`src/rtl/opnd2_pkg.sv`:
```
package opnd2_pkg;
  // Shift kind codes reported on the decoder output.
  typedef enum logic [2:0] {
    SH_NONE = 3'd0,
    SH_LSL  = 3'd1,
    SH_LSR  = 3'd2,
    SH_ASR  = 3'd3,
    SH_ROR  = 3'd4,
    SH_RRX  = 3'd5
  } shift_e;

  // Field positions inside the instruction word.
  localparam int POS_FORM_SEL = 25;
  localparam int POS_AMT_SRC  = 4;
  localparam int POS_KIND_LO  = 5;
  localparam int POS_RS_LO    = 8;
  localparam int POS_AMT_LO   = 7;
  localparam int POS_ROT_LO   = 8;
  localparam int OPND_FIELD_W = 12;
endpackage

```
`src/rtl/opnd2_imm_rot.sv`:
```
module opnd2_imm_rot #(
  parameter int XLEN  = 32,
  parameter int IMM_W = 8,
  parameter int ROT_W = 4
) (
  input  logic [IMM_W-1:0] imm8,
  input  logic [ROT_W-1:0] rot,
  output logic [XLEN-1:0]  value
);
  localparam int AMT_W = ROT_W + 1;

  logic [AMT_W-1:0]  amt;
  logic [XLEN-1:0]   base;
  logic [2*XLEN-1:0] twin;
  logic [2*XLEN-1:0] moved;

  // The rotate amount is twice the field: append a zero bit.
  assign amt   = {rot, 1'b0};
  assign base  = {{(XLEN-IMM_W){1'b0}}, imm8};
  // Shifting two copies of the word right gives the rotate in the low half.
  assign twin  = {base, base};
  assign moved = twin >> amt;
  assign value = moved[XLEN-1:0];

  logic unused_hi;
  assign unused_hi = ^moved[2*XLEN-1:XLEN];
endmodule

```
`src/rtl/opnd2_reg_field.sv`:
```
module opnd2_reg_field
  import opnd2_pkg::*;
#(
  parameter int REG_W  = 4,
  parameter int SAMT_W = 5
) (
  input  logic [OPND_FIELD_W-1:0] fld,
  output logic [REG_W-1:0]        rm,
  output shift_e                  kind,
  output logic                    amt_is_reg,
  output logic [REG_W-1:0]        rs,
  output logic [SAMT_W-1:0]       amt,
  output logic                    extra
);
  logic              by_reg;
  logic [SAMT_W-1:0] amt_field;
  shift_e            coded;

  assign by_reg    = fld[POS_AMT_SRC];
  assign amt_field = fld[POS_AMT_LO +: SAMT_W];
  assign rm        = fld[REG_W-1:0];

  always_comb begin
    unique case (fld[POS_KIND_LO +: 2])
      2'd0:    coded = SH_LSL;
      2'd1:    coded = SH_LSR;
      2'd2:    coded = SH_ASR;
      default: coded = SH_ROR;
    endcase
  end

  always_comb begin
    kind = coded;
    // The zero-amount special encodings apply only to constant amounts.
    if (!by_reg && (amt_field == '0)) begin
      if (coded == SH_LSL) kind = SH_NONE;
      if (coded == SH_ROR) kind = SH_RRX;
    end
  end

  assign amt_is_reg = by_reg;
  assign extra      = by_reg;
  assign rs         = by_reg ? fld[POS_RS_LO +: REG_W] : '0;
  assign amt        = by_reg ? '0 : amt_field;
endmodule

```
`src/rtl/opnd2_decoder.sv`:
```
module opnd2_decoder
  import opnd2_pkg::*;
#(
  parameter int XLEN   = 32,
  parameter int IMM_W  = 8,
  parameter int ROT_W  = 4,
  parameter int REG_W  = 4,
  parameter int SAMT_W = 5
) (
  input  logic              clk,
  input  logic              rst,
  input  logic              in_valid,
  input  logic [XLEN-1:0]   in_instr,
  output logic              out_valid,
  output logic              out_is_imm,
  output logic [XLEN-1:0]   out_imm,
  output logic [REG_W-1:0]  out_rm,
  output logic [2:0]        out_shift,
  output logic              out_amt_is_reg,
  output logic [REG_W-1:0]  out_rs,
  output logic [SAMT_W-1:0] out_amt,
  output logic              out_extra_cycle
);
  logic                    form_imm;
  logic [OPND_FIELD_W-1:0] fld;
  logic [XLEN-1:0]         rot_val;
  logic [REG_W-1:0]        r_rm, r_rs;
  shift_e                  r_kind;
  logic                    r_amt_is_reg, r_extra;
  logic [SAMT_W-1:0]       r_amt;

  assign form_imm = in_instr[POS_FORM_SEL];
  assign fld      = in_instr[OPND_FIELD_W-1:0];

  opnd2_imm_rot #(.XLEN(XLEN), .IMM_W(IMM_W), .ROT_W(ROT_W)) u_rot (
    .imm8  (fld[IMM_W-1:0]),
    .rot   (fld[POS_ROT_LO +: ROT_W]),
    .value (rot_val)
  );

  opnd2_reg_field #(.REG_W(REG_W), .SAMT_W(SAMT_W)) u_regf (
    .fld        (fld),
    .rm         (r_rm),
    .kind       (r_kind),
    .amt_is_reg (r_amt_is_reg),
    .rs         (r_rs),
    .amt        (r_amt),
    .extra      (r_extra)
  );

  always_ff @(posedge clk) begin
    if (rst) begin
      out_valid       <= 1'b0;
      out_is_imm      <= 1'b0;
      out_imm         <= '0;
      out_rm          <= '0;
      out_shift       <= 3'(SH_NONE);
      out_amt_is_reg  <= 1'b0;
      out_rs          <= '0;
      out_amt         <= '0;
      out_extra_cycle <= 1'b0;
    end else begin
      out_valid <= in_valid;
      if (in_valid) begin
        out_is_imm      <= form_imm;
        out_imm         <= form_imm ? rot_val : '0;
        out_rm          <= form_imm ? '0 : r_rm;
        out_shift       <= form_imm ? 3'(SH_NONE) : 3'(r_kind);
        out_amt_is_reg  <= !form_imm && r_amt_is_reg;
        out_rs          <= form_imm ? '0 : r_rs;
        out_amt         <= form_imm ? '0 : r_amt;
        out_extra_cycle <= !form_imm && r_extra;
      end
    end
  end

  logic unused_bits;
  assign unused_bits = ^{in_instr[XLEN-1:POS_FORM_SEL+1], in_instr[POS_FORM_SEL-1:OPND_FIELD_W]};

  // the result shows one cycle after acceptance
  p_accept_lat_r2: assert property (@(posedge clk) disable iff (rst)
    in_valid |=> out_valid);
  p_idle_lat_r2: assert property (@(posedge clk) disable iff (rst)
    !in_valid |=> !out_valid && $stable(out_imm) && $stable(out_shift));
  // constant form leaves the register fields clear
  p_imm_form_r3: assert property (@(posedge clk) disable iff (rst)
    in_valid && form_imm |=> out_is_imm && out_shift == 3'(SH_NONE) && !out_extra_cycle && out_rm == '0);
  // rotation keeps the set bits of the constant
  p_rot_bits_r4: assert property (@(posedge clk) disable iff (rst)
    in_valid && form_imm |=> $countones(out_imm) == $countones($past(in_instr[IMM_W-1:0])));
  // register amount costs one extra cycle and keeps the encoded kind
  p_reg_amt_r6: assert property (@(posedge clk) disable iff (rst)
    in_valid && !form_imm && in_instr[POS_AMT_SRC] |=>
      out_extra_cycle && out_amt_is_reg && out_rs == $past(in_instr[POS_RS_LO +: REG_W])
      && out_shift != 3'(SH_NONE) && out_shift != 3'(SH_RRX));
  // constant LSL by zero is no shift
  p_lsl_zero_r8: assert property (@(posedge clk) disable iff (rst)
    in_valid && !form_imm && !in_instr[POS_AMT_SRC] && in_instr[6:5] == 2'd0
      && in_instr[11:7] == 5'd0 |=> out_shift == 3'(SH_NONE));
  // constant ROR by zero is RRX
  p_ror_zero_r9: assert property (@(posedge clk) disable iff (rst)
    in_valid && !form_imm && !in_instr[POS_AMT_SRC] && in_instr[6:5] == 2'd3
      && in_instr[11:7] == 5'd0 |=> out_shift == 3'(SH_RRX));
endmodule

```
`config.mk`:
```
export PLATFORM = sky130hd
export DESIGN_NAME = opnd2_decoder
export DESIGN_NICKNAME = d
export VERILOG_FILES = /design/src/rtl/opnd2_pkg.sv /design/src/rtl/opnd2_imm_rot.sv /design/src/rtl/opnd2_reg_field.sv /design/src/rtl/opnd2_decoder.sv
export SDC_FILE = /design/constraint.sdc
export NUM_CORES = 1
export LEC_CHECK = 0
export ABC_AREA = 1
export BUFFER_PORTS_ARGS = -buffer_cell sky130_fd_sc_hd__buf_2
export CAP_MARGIN = 20
export CORE_MARGIN = 2
export CORE_UTILIZATION = 45
export DETAILED_ROUTE_END_ITERATION = 10
export PLACE_DENSITY = 0.74
export SLEW_MARGIN = 20
export SYNTH_ARGS = -nofsm -noshare
export SYNTH_HDL_FRONTEND = slang
export SYNTH_SLANG_ARGS = --single-unit
```
`constraint.sdc`:
```
create_clock -name clk -period 2.3 [get_ports clk]
set_clock_uncertainty 0.2 [all_clocks]
set_input_delay 0.23 -clock clk [delete_from_list [all_inputs] [get_ports clk]]
set_output_delay 0.23 -clock clk [all_outputs]
set_load 0.02 [all_outputs]
```
# After elaboration in Yosys (flattened, before gate mapping)

Index checks and enable logic that the tools add are counted.

Equality and inequality tests: 4
Shift-type cells: 1
Multiplexer cells: 11
Reduce and logical (&&, ||, !) cells: 6

Operators with widths:

| cell                                                | number |
|---|---|
| >> shifter 40 x 5 -> 32 bit                         | 1 |
| 2-to-1 mux 32 bit                                   | 1 |
| 2-to-1 mux 3 bit                                    | 4 |
| 2-to-1 mux 4 bit                                    | 3 |
| 2-to-1 mux 5 bit                                    | 2 |
| case mux 3 bit (3 select lines)                     | 1 |
| logical NOT 5 bit                                   | 1 |
| equality test 3 x 1 -> 1 bit, second input constant | 1 |
| equality test 3 bit, second input constant          | 1 |
| equality test 2 x 1 -> 1 bit, second input constant | 1 |
| equality test 2 bit, second input constant          | 1 |
| logical AND 1 bit                                   | 2 |
| logical NOT 1 bit                                   | 2 |
| logical NOT 2 bit                                   | 1 |

Bits in registers: 51
Bits of input ports: 35
Output and inout bits: 52
Logic and storage cells: 30

# Depth between registers and ports, before layout

Depth in word-level cells: 7
Gate-level depth with buffers: 9
Depth with buffers taken out: 7

# Modules after synthesis

From an unflattened synthesis, not the netlist that was laid out.

Cells, all modules: 392
Area, all modules: 2801.4 sq um

By module, submodules not included:

| module          | instances | cells each | area an instance (sq um) | seq. area each (sq um) |
|---|---|---|---|---|
| opnd2_decoder   | 1         | 230        | 1961.9                   | 1041.0 |
| opnd2_imm_rot   | 1         | 128        | 651.9                    | 0.0 |
| opnd2_reg_field | 1         | 34         | 187.7                    | 0.0 |

# Worst setup path before layout

OpenSTA, ideal clock, no wires.

Kind: input -> register
Start: in in_instr[8]
End: reg out_imm[28]
Setup time: 70 ps
Arrival: 910 ps
Required time: 2030 ps
Path slack: 1120 ps
Stages: 9
Buffers on the path: 2
Path through: buf_6 > inv_2 > buf_6 > nand2_2 > nand2_2 > nand3_1 > nand2_1 > nand2_1 > a21oi_1

Cells in the longest elaborated chain, start to end: 2

RTL lines:

| item                        | line                | text |
|---|---|---|
| start: declaration          | opnd2_decoder.sv:13 | `input logic [XLEN-1:0] in_instr,` |
| >> shifter 40 x 5 -> 32 bit | opnd2_imm_rot.sv:22 | `assign moved = twin >> amt;` |
| 2-to-1 mux 32 bit           | opnd2_decoder.sv:66 | `out_imm <= form_imm ? rot_val : '0;` |
| end signal: assignment      | opnd2_decoder.sv:66 |  |
| end: declaration            | opnd2_decoder.sv:16 | `output logic [XLEN-1:0] out_imm,` |

Every way passes these cells.
A chain may end at the register's enable or synchronous reset.

# Worst setup path after layout

Start: in in_instr[2]
End: reg out_imm[28]

Same word-level chain as after synthesis.

==> impl_metrics.toml <==
[run_status]
outcome = "completed"

[setup_path]
crit_path_start_kind = "primary input"
critPathSlowestCell = "dlygate4sd3_1"
slowest_delay_ns = 0.52
crit_arrival_ns = 1.50
crit_type = "primary input to flop"
crit_required_ns = 2.33
crit_path_cell_trace = "dlygate4sd3_1, buf_2, nand2_1, nand2_2, nand3_1, nand2_1, nand2_1, a21oi_1"
crit_path_end = "out_imm[28]"
end_kind = "flop"
critPathLaunch = "in_instr[2]"
crit_fanout = 3
r2r_slack_ns = 1.36
r2r_end = "out_imm[22]"
rr_worst_depth = 3
cpMostUsedCell = "nand2_1"
reg2reg_from = "out_imm[22]"

[power]
p_sw_uw = 456
ir_worst_vdd_mv = 0.254
total_power_uw = 1640
p_int_uw = 1190
leakagePower_uw = 0.00125
seqPwrFrac = 0.556
switching_share = 0.278
power.share.clock = 0.293
power_density_nw_per_um2 = 595
combPwrFrac = 0.151

[cts]
clock-root-buffer = "clkbuf_8"
clockBufferDepth = 2
cts_resized = 0
cts_made_buffers = 5
cts_tree = "built"
htreeDepth = 2
clk_latency_ns = 0.29
postCtsSetupBuffers = 0
path_clk_slew_ns = 0.08
clock-sinks = 51

[synthesis]
synth_seq_area_share = 0.431
ys_seq_elements = 51
synth_cells = 330
syn_area_um2 = 2370
synth_fp_nets = 366
yosys_warnings = 0
yosysUniqueCellTypes = 20
synth_area_per_cell_um2 = 7.18

[final_layout]
fin_area_um2 = 2760
stdcell_count = 453
nNetsFinal = 418
diodes = 0
fill_cells = 536
syn_to_final_growth_pct = 16.6
layout-drive-gt1-share = 0.243

[place]
dp.cells = 444
io_buffers = 67
pre_cts_slack_ns = 0.703
postPlaceCellArea_um2 = 2670
place_congestion = 0.902
dp_hpwl_um = 4370

[floorplan]
start_util = 0.464
core_um2 = 5110
die_w_um = 76.6
ioPinCount = 87
die_h_um = 76.6
die_area_um2 = 5860
row_count = 26

[timing]
max_slew_margin = 0.610
post-route-period-util = 0.641
worstMarginPinSlew_ns = 0.584
slew_violations = 0
fmax_ghz = 0.679
setup_slack_ns = 0.827
rsz0062_at_grt = "false"
post-route-min-period_ns = 1.47
fin_tns_setup_ns = 0
finalHoldViolations = 0
setup_viol = 0

[global_route]
top_usage_layer = "met2"
overflow = 0
grt_pass1_wl_um = 10400
grtUsageTotal = 0.215
grt_pass1_vias = 2199
grt.met2_usage = 0.365
use_met3 = 0.0438
antenna_found_initial = 0
grt_util_met1 = 0.277
grt_max_degree = 36

[route]
ant_nets = 0
first_pass_iters = 5
drt-initial-drc-count = 202
vias = 2392
avgRoutedWirePerCell_um = 13.4
drc = 0
routed_wl_um = 6070
viasPerCell = 5.28

[flow_run]
maxCapViolCount = 0

[hold_path]
hold_path_class = "primary input to flop"
power groups by stage:
stage,sequential (uW),clock [uW],combinational [uW]
after CTS,914,507,246
final,914,481,248
after global routing,917,549,274
after global placement,934,0,240
after detailed placement,935,0,244
after floorplan,961,0,149
synthesized netlist by cell type, drive strengths merged:
master | instances | share of area
nand2 | 100 | 0.17
dfxtp | 51 | 0.43
a21oi | 45 | 0.095
nand3 | 43 | 0.091
nand4 | 25 | 0.066
buf | 15 | 0.045
inv | 15 | 0.024
clkbuf | 12 | 0.019
nor2 | 12 | 0.024
a21boi | 4 | 0.013
a22oi | 4 | 0.013
o21ai | 2 | 0.0042
ha | 1 | 0.0053
nor3 | 1 | 0.0021
critical path: cells and delay by family:
kind / cells / cell delay [ns]
AND/OR/NAND/NOR: 5 / 0.48
buffers and inverters: 2 / 0.65
AO/OA/AOI/OAI: 1 / 0.14
routing by layer:
layer	wire length, um	part of all wire	vias to the layer above
met2	2930	0.48	96
met1	2690	0.44	1074
li1	-	-	1216
met3	392	0.065	6
met4	57	0.0094	0
met5	0	0	-
per-stage QoR:
stage	util	hold slack (ns)
6_report	0.541	0.0135
5_1_grt	0.541	0.0146
4_1_cts	0.541	0.000545
3_5_place_dp	0.523	0.253
3_3_place_gp	0.523	0.250
2_1_floorplan	-	0.173
kinds of logic (layout without fill, tap and decap cells):
family          count (synthesis)  in the layout  share of synthesized area
simple gates                  181            181                      0.351
compound gates                 55             55                      0.125
flops                          51             51                      0.431
buf+inv                        42             95                     0.0877
fa+ha+maj                       1              1                    0.00528
registers in the layout, indices dropped and copies added, names as in the netlist:
register,cells
out_rm,4
out_extra_cycle,1
out_is_imm,1
out_rs,4
out_amt,5
out_imm,32
out_valid,1
out_shift,3
layout make-up:
type / count / area (um^2) / area share
sequential: 51 / 1020 / 0.370
clock inverter: 1 / 5.00 / 0.00181
clock buffer: 7 / 76.3 / 0.0276
tap: 70 / 87.6 / 0.0317
inverter: 15 / 56.3 / 0.0204
multi-input combinational: 237 / 1140 / 0.413
timing repair buffer: 72 / 375 / 0.136
how the worst min path moves through the flow:
stage,startpoint,endpoint,depth (start not counted)
CTS,in_instr[3],out_rm[3],3
floorplan,in_instr[7],out_amt[0],2
global placement,out_rm[3],out_rm[3],2
finish,in_instr[3],out_rm[3],3
detailed placement,out_rm[3],out_rm[3],2
global route,in_instr[3],out_rm[3],3
placed cells by master, fill, tap and decap left out, drive strengths merged:
cell type,count
clkbuf,7
ha,1
clkinv,1
o21ai,2
nor3,1
a21oi,45
nor2,12
inv,15
nand3,43
buf,71
a21boi,4
dfxtp,51
dlygate4sd3,1
a22oi,4
nand4,25
nand2,100
timing repair:
| item | CTS | global route |
|---|---|---|
| hold buffers | 1 | 0 |
| setup endpoints to repair | 0 | 0 |
| endpoints found under the hold margin | 1 | 0 |
(Power assumes the default switching activity.)
